**config.mk**
```make
export PLATFORM = sky130hd
export DESIGN_NAME = serial_cmd_rx
export DESIGN_NICKNAME = d
export VERILOG_FILES = /design/src/rtl/serial_cmd_rx_pkg.sv /design/src/rtl/serial_cmd_rx_sync.sv /design/src/rtl/serial_cmd_rx_edge.sv /design/src/rtl/serial_cmd_rx_frame.sv /design/src/rtl/serial_cmd_rx.sv
export SDC_FILE = /design/constraint.sdc
export NUM_CORES = 1
export LEC_CHECK = 0
export CAP_MARGIN = 20
export CORE_MARGIN = 1.5
export CORE_UTILIZATION = 50
export CTS_CLUSTER_SIZE = 10
export DETAILED_ROUTE_END_ITERATION = 16
export GPL_TIMING_DRIVEN = 0
export PLACE_DENSITY = 0.77
export SETUP_SLACK_MARGIN = 0.1
export SYNTH_ARGS = -nofsm -noshare
export SYNTH_HDL_FRONTEND = slang
export SYNTH_SLANG_ARGS = --single-unit
```
**constraint.sdc**
```tcl
create_clock -name clk -period 2.3 [get_ports clk]
set_clock_uncertainty 0.15 [all_clocks]
set_input_delay 0.23 -clock clk [delete_from_list [all_inputs] [get_ports clk]]
set_output_delay 0.23 -clock clk [all_outputs]
set_load 0.02 [all_outputs]
```
**src/rtl/serial_cmd_rx_pkg.sv**
```systemverilog
package serial_cmd_rx_pkg;

    // Serial pins grouped so that synchroniser and edge logic treat them alike
    typedef struct packed {
        logic sel_n;
        logic fs;
        logic sck;
        logic dat;
    } pins_t;

    localparam int PIN_W = $bits(pins_t);

    // Idle levels: deselected, frame sync high, serial clock high, data low
    localparam pins_t PIN_IDLE = '{sel_n: 1'b1, fs: 1'b1, sck: 1'b1, dat: 1'b0};

    typedef enum logic [1:0] {
        RX_IDLE  = 2'd0,
        RX_SHIFT = 2'd1,
        RX_FULL  = 2'd2
    } rx_state_e;

endpackage

```
**src/rtl/serial_cmd_rx_sync.sv**
```systemverilog
module serial_cmd_rx_sync #(
    parameter int             W       = 4,
    parameter int             STAGES  = 2,
    parameter logic [W-1:0]   RST_VAL = '0
) (
    input  logic         clk,
    input  logic         rst_n,
    input  logic [W-1:0] async_i,
    output logic [W-1:0] sync_o
);

    logic [STAGES-1:0][W-1:0] chain_d;
    logic [STAGES-1:0][W-1:0] chain_q;

    assign chain_d[0] = async_i;

    genvar g;
    generate
        for (g = 1; g < STAGES; g++) begin : g_stage
            assign chain_d[g] = chain_q[g-1];
        end
    endgenerate

    always_ff @(posedge clk or negedge rst_n) begin
        if (!rst_n) begin
            chain_q <= {STAGES{RST_VAL}};
        end else begin
            chain_q <= chain_d;
        end
    end

    assign sync_o = chain_q[STAGES-1];

endmodule

```
**src/rtl/serial_cmd_rx_edge.sv**
```systemverilog
module serial_cmd_rx_edge #(
    parameter int           W       = 4,
    parameter logic [W-1:0] RST_VAL = '0
) (
    input  logic         clk,
    input  logic         rst_n,
    input  logic [W-1:0] lvl_i,
    output logic [W-1:0] rise_o,
    output logic [W-1:0] fall_o
);

    logic [W-1:0] prev_d;
    logic [W-1:0] prev_q;

    assign prev_d = lvl_i;

    always_ff @(posedge clk or negedge rst_n) begin
        if (!rst_n) begin
            prev_q <= RST_VAL;
        end else begin
            prev_q <= prev_d;
        end
    end

    assign rise_o = lvl_i & ~prev_q;
    assign fall_o = ~lvl_i & prev_q;

endmodule

```
**src/rtl/serial_cmd_rx_frame.sv**
```systemverilog
module serial_cmd_rx_frame
    import serial_cmd_rx_pkg::*;
#(
    parameter int WORD_W = 16
) (
    input  logic              clk,
    input  logic              rst_n,
    input  pins_t             lvl_i,
    input  pins_t             rise_i,
    input  pins_t             fall_i,
    output logic [WORD_W-1:0] word_o,
    output logic              vld_o
);

    localparam int                CNT_W = $clog2(WORD_W);
    localparam logic [CNT_W-1:0]  LAST  = CNT_W'(WORD_W - 1);

    typedef struct packed {
        rx_state_e         state;
        logic [CNT_W-1:0]  cnt;
        logic [WORD_W-1:0] shreg;
        logic [WORD_W-1:0] word;
        logic              vld;
    } regs_t;

    localparam regs_t REGS_RST = '{RX_IDLE, '0, '0, '0, 1'b0};

    regs_t r_d;
    regs_t r_q;

    always_comb begin
        r_d     = r_q;
        r_d.vld = 1'b0;
        if (lvl_i.sel_n) begin
            // deselected: drop any frame in progress, including a full one
            r_d.state = RX_IDLE;
            r_d.cnt   = '0;
        end else if (fall_i.fs) begin
            r_d.state = RX_SHIFT;
            r_d.cnt   = '0;
        end else begin
            unique case (r_q.state)
                RX_SHIFT: begin
                    if (fall_i.sck) begin
                        r_d.shreg = {r_q.shreg[WORD_W-2:0], lvl_i.dat};
                        if (r_q.cnt == LAST) begin
                            r_d.state = RX_FULL;
                            r_d.cnt   = '0;
                        end else begin
                            r_d.cnt = r_q.cnt + 1'b1;
                        end
                    end
                end
                RX_FULL: begin
                    if (rise_i.sck || rise_i.fs) begin
                        r_d.word  = r_q.shreg;
                        r_d.vld   = 1'b1;
                        r_d.state = RX_IDLE;
                    end
                end
                default: begin
                    r_d.state = RX_IDLE;
                    r_d.cnt   = '0;
                end
            endcase
        end
    end

    always_ff @(posedge clk or negedge rst_n) begin
        if (!rst_n) begin
            r_q <= REGS_RST;
        end else begin
            r_q <= r_d;
        end
    end

    assign word_o = r_q.word;
    assign vld_o  = r_q.vld;

    // strobe lasts a single cycle
    a_r10_single_pulse: assert property (@(posedge clk) disable iff (!rst_n)
        vld_o |=> !vld_o);

    // word moves only together with the strobe
    a_r10_word_hold: assert property (@(posedge clk) disable iff (!rst_n)
        !vld_o |-> $stable(word_o));

    // entering the full state needs a serial clock fall in the cycle before
    a_r4_full_needs_fall: assert property (@(posedge clk) disable iff (!rst_n)
        $rose(r_q.state == RX_FULL) |-> $past(fall_i.sck));

    // the bit count is cleared whenever no frame is open
    a_r4_idle_count_clear: assert property (@(posedge clk) disable iff (!rst_n)
        (r_q.state == RX_IDLE) |-> (r_q.cnt == '0));

endmodule

```
**src/rtl/serial_cmd_rx.sv**
```systemverilog
module serial_cmd_rx
    import serial_cmd_rx_pkg::*;
#(
    parameter int WORD_W      = 16,
    parameter int SYNC_STAGES = 2
) (
    input  logic              clk,
    input  logic              rst_n,
    input  logic              sel_n_i,
    input  logic              fsync_i,
    input  logic              sclk_i,
    input  logic              sdata_i,
    output logic [WORD_W-1:0] word_o,
    output logic              word_vld_o
);

    pins_t raw_pins;
    pins_t lvl_pins;
    pins_t rise_pins;
    pins_t fall_pins;

    assign raw_pins = '{sel_n: sel_n_i, fs: fsync_i, sck: sclk_i, dat: sdata_i};

    serial_cmd_rx_sync #(
        .W       (PIN_W),
        .STAGES  (SYNC_STAGES),
        .RST_VAL (PIN_IDLE)
    ) u_sync (
        .clk     (clk),
        .rst_n   (rst_n),
        .async_i (raw_pins),
        .sync_o  (lvl_pins)
    );

    serial_cmd_rx_edge #(
        .W       (PIN_W),
        .RST_VAL (PIN_IDLE)
    ) u_edge (
        .clk     (clk),
        .rst_n   (rst_n),
        .lvl_i   (lvl_pins),
        .rise_o  (rise_pins),
        .fall_o  (fall_pins)
    );

    serial_cmd_rx_frame #(
        .WORD_W (WORD_W)
    ) u_frame (
        .clk    (clk),
        .rst_n  (rst_n),
        .lvl_i  (lvl_pins),
        .rise_i (rise_pins),
        .fall_i (fall_pins),
        .word_o (word_o),
        .vld_o  (word_vld_o)
    );

    // a synchronised deselect blocks the strobe on the next edge
    a_r1_no_strobe_deselected: assert property (@(posedge clk) disable iff (!rst_n)
        lvl_pins.sel_n |=> !word_vld_o);

    // every strobe follows a detected serial clock or frame sync rise
    a_r5_strobe_after_rise: assert property (@(posedge clk) disable iff (!rst_n)
        word_vld_o |-> $past(rise_pins.sck || rise_pins.fs));

endmodule

```
==> flow_metrics.env, run 1 <==
export IMPL_area_delta_synth_final_pct=21.5
export IMPL_via_per_inst=5.13
export IMPL_wirelength_mm=2.93
export IMPL_hold_ws_ns=0.190
export IMPL_grt_overflow_total=0
export IMPL_cts_buffers=5
export IMPL_ir_drop_v=0.000403
export IMPL_netlist_area_um2=1990
export IMPL_p_sw_w=0.000297
export IMPL_maxCapViolCount=0
export IMPL_fp_dieW_um=66.2
export IMPL_crit_fanout=10
export IMPL_power_w=0.00142
export IMPL_p_leak_nw=1.16
export IMPL_critical_path_class="reg2reg"
export IMPL_clkPwrFrac_pct=33.1
export IMPL_async_reset_ff_share_pct=100
export IMPL_cts_tree="done"
export IMPL_power_density_nw_per_um2=586
export IMPL_max_clock_path_buffers=2
export IMPL_cts_sinks=49
export IMPL_start_util_pct=53.3
export IMPL_cp_arrival_ns=2.15
export IMPL_die_h_um=66.2
export IMPL_instances_no_fill=215
export IMPL_grt_pass1_vias=1130
export IMPL_setup_viol=0
export IMPL_placed_cells=203
export IMPL_rsz0062_at_grt="false"
export IMPL_cp_end_kind="register"
export IMPL_hold_viol_final=0
export IMPL_drv_slew=0
export IMPL_reg2reg_depth=6
export IMPL_start_kind="register"
export IMPL_finalCritPeriodShare_pct=92.4
export IMPL_grt_pass1_wl_mm=5.27
export IMPL_crit_path_start="u_sync.sync_o[2]"
export IMPL_cts_root_buffer="clkbuf_8"
export IMPL_outcome="complete, no violations"
export IMPL_post_dp_hpwl_mm=2.00
export IMPL_wl_per_cell_um=13.6
export IMPL_ys_flop_type="dfrtp_1"
export IMPL_cts_clk_slew_worst_paths_ns=0.08
export IMPL_netlist_instances=132
export IMPL_drt_iter0_drc=55
export IMPL_worstPathRequired_ns=2.33
export IMPL_syn_area_per_cell_um2=15.1
export IMPL_nNetsFinal=173
export IMPL_yosysSeqAreaShare_pct=62.0
export IMPL_ys_ff_latch=49
export IMPL_combinationalPowerShare_pct=3.6
export IMPL_hp_start="sel_n_i"
export IMPL_power_frac_seq_pct=63.2
export IMPL_intPower_w=0.00112
export IMPL_gp_congestion=0.681
export IMPL_antenna_found_initial=0
export IMPL_hold_class="in2reg"
export IMPL_grt_max_degree=33
export IMPL_num_rows=22
export IMPL_n_antenna_cell=0
export IMPL_drc=0
export IMPL_timing_fmax_mhz=470
export IMPL_port_buffers=22
export IMPL_first_pass_iters=4
export IMPL_tightestPinTransition_ns=0.480
export IMPL_grtUsageTotal_pct=16.1
export IMPL_h_tree_depth=2
export IMPL_synth_edf_count=0
export IMPL_whs_path_depth=1
export IMPL_synth_cell_types=27
export IMPL_synth_warning_count=0
export IMPL_insertion_delay_ns=0.29
export IMPL_syn_nets=139
export IMPL_slew_headroom_pct=67.6
export IMPL_period_needed_ns=2.13
export IMPL_layout_drive_gt1_share_pct=44.9
export IMPL_die_area_um2=4380
export IMPL_coreArea_um2=3740
export IMPL_post_route_util_pct=64.7
export IMPL_ant_nets=0
export IMPL_ios=23
export IMPL_swShare_pct=20.9
export IMPL_r2r_start="u_sync.sync_o[2]"
export IMPL_vias=1103
==> stage by stage <==
step	cell area [um^2]	setup WS, ns	setup TNS, ns
floorplan	1990	0.244	0
global placement	2270	-0.413	-16.82
detailed placement	2290	0.143	0
CTS	2380	0.127	0
global route	2420	0.120	0
finish	2420	0.174	0
==> final timing paths <==
check	endpoint	slack [ns]
max	u_frame.word_o[13]	0.17
min	u_sync.chain_d[7]	0.19
max reg2reg	u_frame.word_o[13]	0.17
min reg2reg	u_sync.sync_o[1]	0.21
max in group asynchronous	u_edge.prev_q[1]	1.17
min in group asynchronous	u_frame.word_o[11]	0.24
==> worst max-delay path: stages, from the launching register on <==
cell	delay, ns
dfstp_2	0.56
nor2b_4	0.06
or4b_4	0.52
nor2b_2	0.15
buf_6	0.13
buf_12	0.14
mux2_4	0.30
==> logic make-up after synthesis <==
logic type,Yosys count,synth area share (%)
adders and majority gates,1,0.627
and+or+nand+nor,13,4.45
DFF,49,62.0
buffers and inverters,23,8.66
AOI/OAI and AO/OA,14,4.52
muxes,32,19.8
==> area by class of cell <==
cell class	count	area, um^2
clock buffer	7	76.3
multi-input combinational	60	592
fill	295	1320
clock inverter	1	5.00
sequential	49	1240
timing repair buffer	27	280
inverter	3	11.3
buffer	20	161
tap	48	60.1
==> per-layer routing <==
layer	GRT usage (%)	part of all wire, %	vias up
met1	20.1	44	554
met4	5.87	1.5	0
met2	25.9	50	28
met5	0	0	-
li1	-	-	516
met3	5.79	3.9	5
==> cells in the final DEF, fill, tap and decap left out, types with 2 or more instances in the layout <==
cell type	n
mux2_4	9
nand2b_1	2
mux2_2	23
clkdlybuf4s50_1	21
dfrtp_1	41
inv_1	3
a22o_1	2
clkbuf_1	2
clkbuf_8	5
buf_2	3
buf_12	3
dfstp_2	8
a31oi_1	3
buf_4	18
o21ai_0	4
nand2_1	3
a21oi_1	2
==> power groups by stage <==
| stage | clock (W) | combinational (W) | sequential, W |
|---|---|---|---|
| 6_report | 0.000470 | 0.0000518 | 0.000898 |
| 5_1_grt | 0.000532 | 0.0000608 | 0.000900 |
| 4_1_cts | 0.000489 | 0.0000535 | 0.000898 |
| 3_5_place_dp | 0 | 0.0000521 | 0.000914 |
| 3_3_place_gp | 0 | 0.0000461 | 0.000912 |
| 2_1_floorplan | 0 | 0.0000199 | 0.000910 |
==> repair_timing <==
action | CTS | global route
hold buffers | 1 | 0
resized for setup | 0 | 1
buffers inserted | 0 | 3
endpoints found under the setup margin | 0 | 4
hold endpoints to repair | 17 | 0
==> sequential cells by signal, summed over array words and instances, names as in the netlist <==
name            count
u_sync.chain_d      4
u_frame.vld_o       1
u_frame.r_q        22
u_edge.prev_q       2
u_sync.sync_o       4
u_frame.word_o     16
==> Yosys cell counts, drive strengths merged, types with 2 or more instances <==
master   n  share of area (%)
a21oi    2               0.50
a31oi    3               0.94
o21ai    4                1.0
buf     20                8.1
inv      3               0.56
nor2b    3                1.4
nand2b   2               0.63
mux2    32                 20
nand2    3               0.56
a22o     2               0.88
dfrtp   41                 51
dfstp    8                 11
Note: power is estimated with default switching activity, not from simulation.
==> run 2: changes to the inputs <==
- REMOVE_ABC_BUFFERS: not set -> 1
==> flow_metrics.env, run 2 (synthesis results as in run 1) <==
export IMPL_max_clock_path_buffers=2
export IMPL_cts_buffers=5
export IMPL_first_pass_iters=4
export IMPL_grt_pass1_vias=1159
export IMPL_maxCapViolCount=0
export IMPL_cp_end_kind="register"
export IMPL_finalCritPeriodShare_pct=92.1
export IMPL_outcome="complete, no violations"
export IMPL_insertion_delay_ns=0.29
export IMPL_nNetsFinal=154
export IMPL_largest_reg_flops=22
export IMPL_ir_drop_v=0.000540
export IMPL_grt_max_degree=39
export IMPL_fp_dieW_um=66.2
export IMPL_worstPathRequired_ns=2.34
export IMPL_critPathSlowestCell="dfstp_2"
export IMPL_mostFrequentLayoutCells="dfrtp_1, mux2_2, clkdlybuf4s50_1, mux2_4, dfstp_2"
export IMPL_hold_ws_ns=0.183
export IMPL_drv_slew=0
export IMPL_post_dp_hpwl_mm=2.07
export IMPL_cts_sinks=49
export IMPL_cp_slowest_stage_delay_ns=0.57
export IMPL_ios=23
export IMPL_timing_fmax_mhz=472
export IMPL_gp_congestion=0.686
export IMPL_setup_viol=0
export IMPL_rrSetupSlack_ns=0.18
export IMPL_final_common_cell="dfrtp_1"
export IMPL_hold_class="in2async"
export IMPL_cts_clk_slew_worst_paths_ns=0.08
export IMPL_tightestPinTransition_ns=0.478
export IMPL_antenna_found_initial=0
export IMPL_crit_chain="nor2b_4 -> or4b_4 -> nor2b_4 -> buf_4 -> mux2_4"
export IMPL_num_rows=22
export IMPL_drc=0
export IMPL_cts_root_buffer="clkbuf_8"
export IMPL_place_ws_ns=-0.439
export IMPL_cp_arrival_ns=2.15
export IMPL_layout_drive_gt1_share_pct=37.8
export IMPL_wirelength_mm=3.11
export IMPL_cts_tree="done"
export IMPL_fin_ws_ns=0.181
export IMPL_fill_cells=275
export IMPL_start_kind="register"
export IMPL_area_delta_synth_final_pct=14.6
export IMPL_n_antenna_cell=0
export IMPL_h_tree_depth=2
export IMPL_rsz0062_at_grt="false"
export IMPL_die_h_um=66.2
export IMPL_die_area_um2=4380
export IMPL_slew_headroom_pct=67.7
export IMPL_via_per_inst=5.39
export IMPL_vias=1056
export IMPL_crit_fanout=6
export IMPL_start_util_pct=53.3
export IMPL_grt_overflow_total=0
export IMPL_cpMostUsedCell="nor2b_4"
export IMPL_critical_path_class="reg2reg"
export IMPL_max_flop_register="u_frame.r_q"
export IMPL_drt_iter0_drc=32
export IMPL_grt_pass1_wl_mm=5.45
export IMPL_port_buffers=22
export IMPL_wl_per_cell_um=15.9
export IMPL_grtUsageTotal_pct=16.9
export IMPL_coreArea_um2=3740
export IMPL_hold_viol_final=0
export IMPL_power_density_nw_per_um2=623
export IMPL_period_needed_ns=2.12
export IMPL_p_leak_nw=1.05
export IMPL_ant_nets=0
run 2: changes by cell type in the layout (fill, tap and decap cells not counted):
cell     delta
buf_12      -1
buf_2       -2
buf_4      -16
nor2b_2     -1
nor2b_4     +1
nor4_2      -1
nor4_4      +1
run 2: area by class of cell:
type                            count  area, um^2  share of cell area (%)
Tap cell                           48        60.1                    2.63
Sequential cell                    49        1240                    54.1
Clock buffer                        7        76.3                    3.34
Inverter                            3        11.3                   0.493
Clock inverter                      1        5.00                   0.219
Timing Repair Buffer               28         292                    12.8
Multi-Input combinational cell     60         606                    26.5
run 2: worst max-delay path: cells and delay by family (launching register included):
family	cells	cell delay, ns
buf+inv	1	0.20
flops	1	0.57
mux	1	0.31
simple gates	3	0.78
run 2: worst paths after layout:
check                             startpoint           endpoint  cells after the start
max reg2reg                 u_sync.sync_o[2]  u_frame.word_o[8]                      5
min reg2reg                u_sync.chain_d[5]   u_sync.sync_o[1]                      0
min in group clk                     fsync_i  u_sync.chain_d[6]                      1
max                         u_sync.sync_o[2]  u_frame.word_o[8]                      5
max in group asynchronous              rst_n   u_sync.sync_o[0]                      3
min                                    rst_n  u_frame.word_o[1]                      2
run 2: metrics by stage:
step / power [W] / util [%] / TNS, ns / cell area, um^2 / cells
after floorplan: 0.000930 / - / -21.38 / 1830 / 112
after global placement: 0.000958 / 56.5 / -54.14 / 2110 / 182
after detailed placement: 0.000968 / 57.5 / -6.37 / 2150 / 185
after CTS: 0.00144 / 60.8 / 0 / 2280 / 196
after global routing: 0.00149 / 61.1 / 0 / 2290 / 196
final: 0.00142 / 61.1 / 0 / 2290 / 196
run 2: timing repair:
action / 4_1_cts / 5_1_grt
hold endpoints to repair: 49 / 0
gates cloned: 0 / 0
setup endpoints to repair: 17 / 9
setup buffers: 2 / 0
resized for setup: 1 / 1
hold buffers: 1 / 0
pin swaps: 0 / 0
run 2: where the power goes:
part / total, W / internal [W] / leakage [nW] / switching [W]
clock: 0.000471 / 0.000213 / 0.0422 / 0.000257
sequential: 0.000899 / 0.000885 / 0.650 / 0.0000134
combinational: 0.0000549 / 0.0000252 / 0.362 / 0.0000297
total: 0.00142 / 0.00112 / 1.05 / 0.000300
run 2: per-layer routing:
layer / GRT usage, % / up-vias / routed length [um]
met5: 0 / - / 0
met4: 8.67 / 0 / 82
met3: 3.75 / 8 / 100
met2: 27.0 / 21 / 1650
met1: 21.4 / 554 / 1280
li1: - / 473 / -
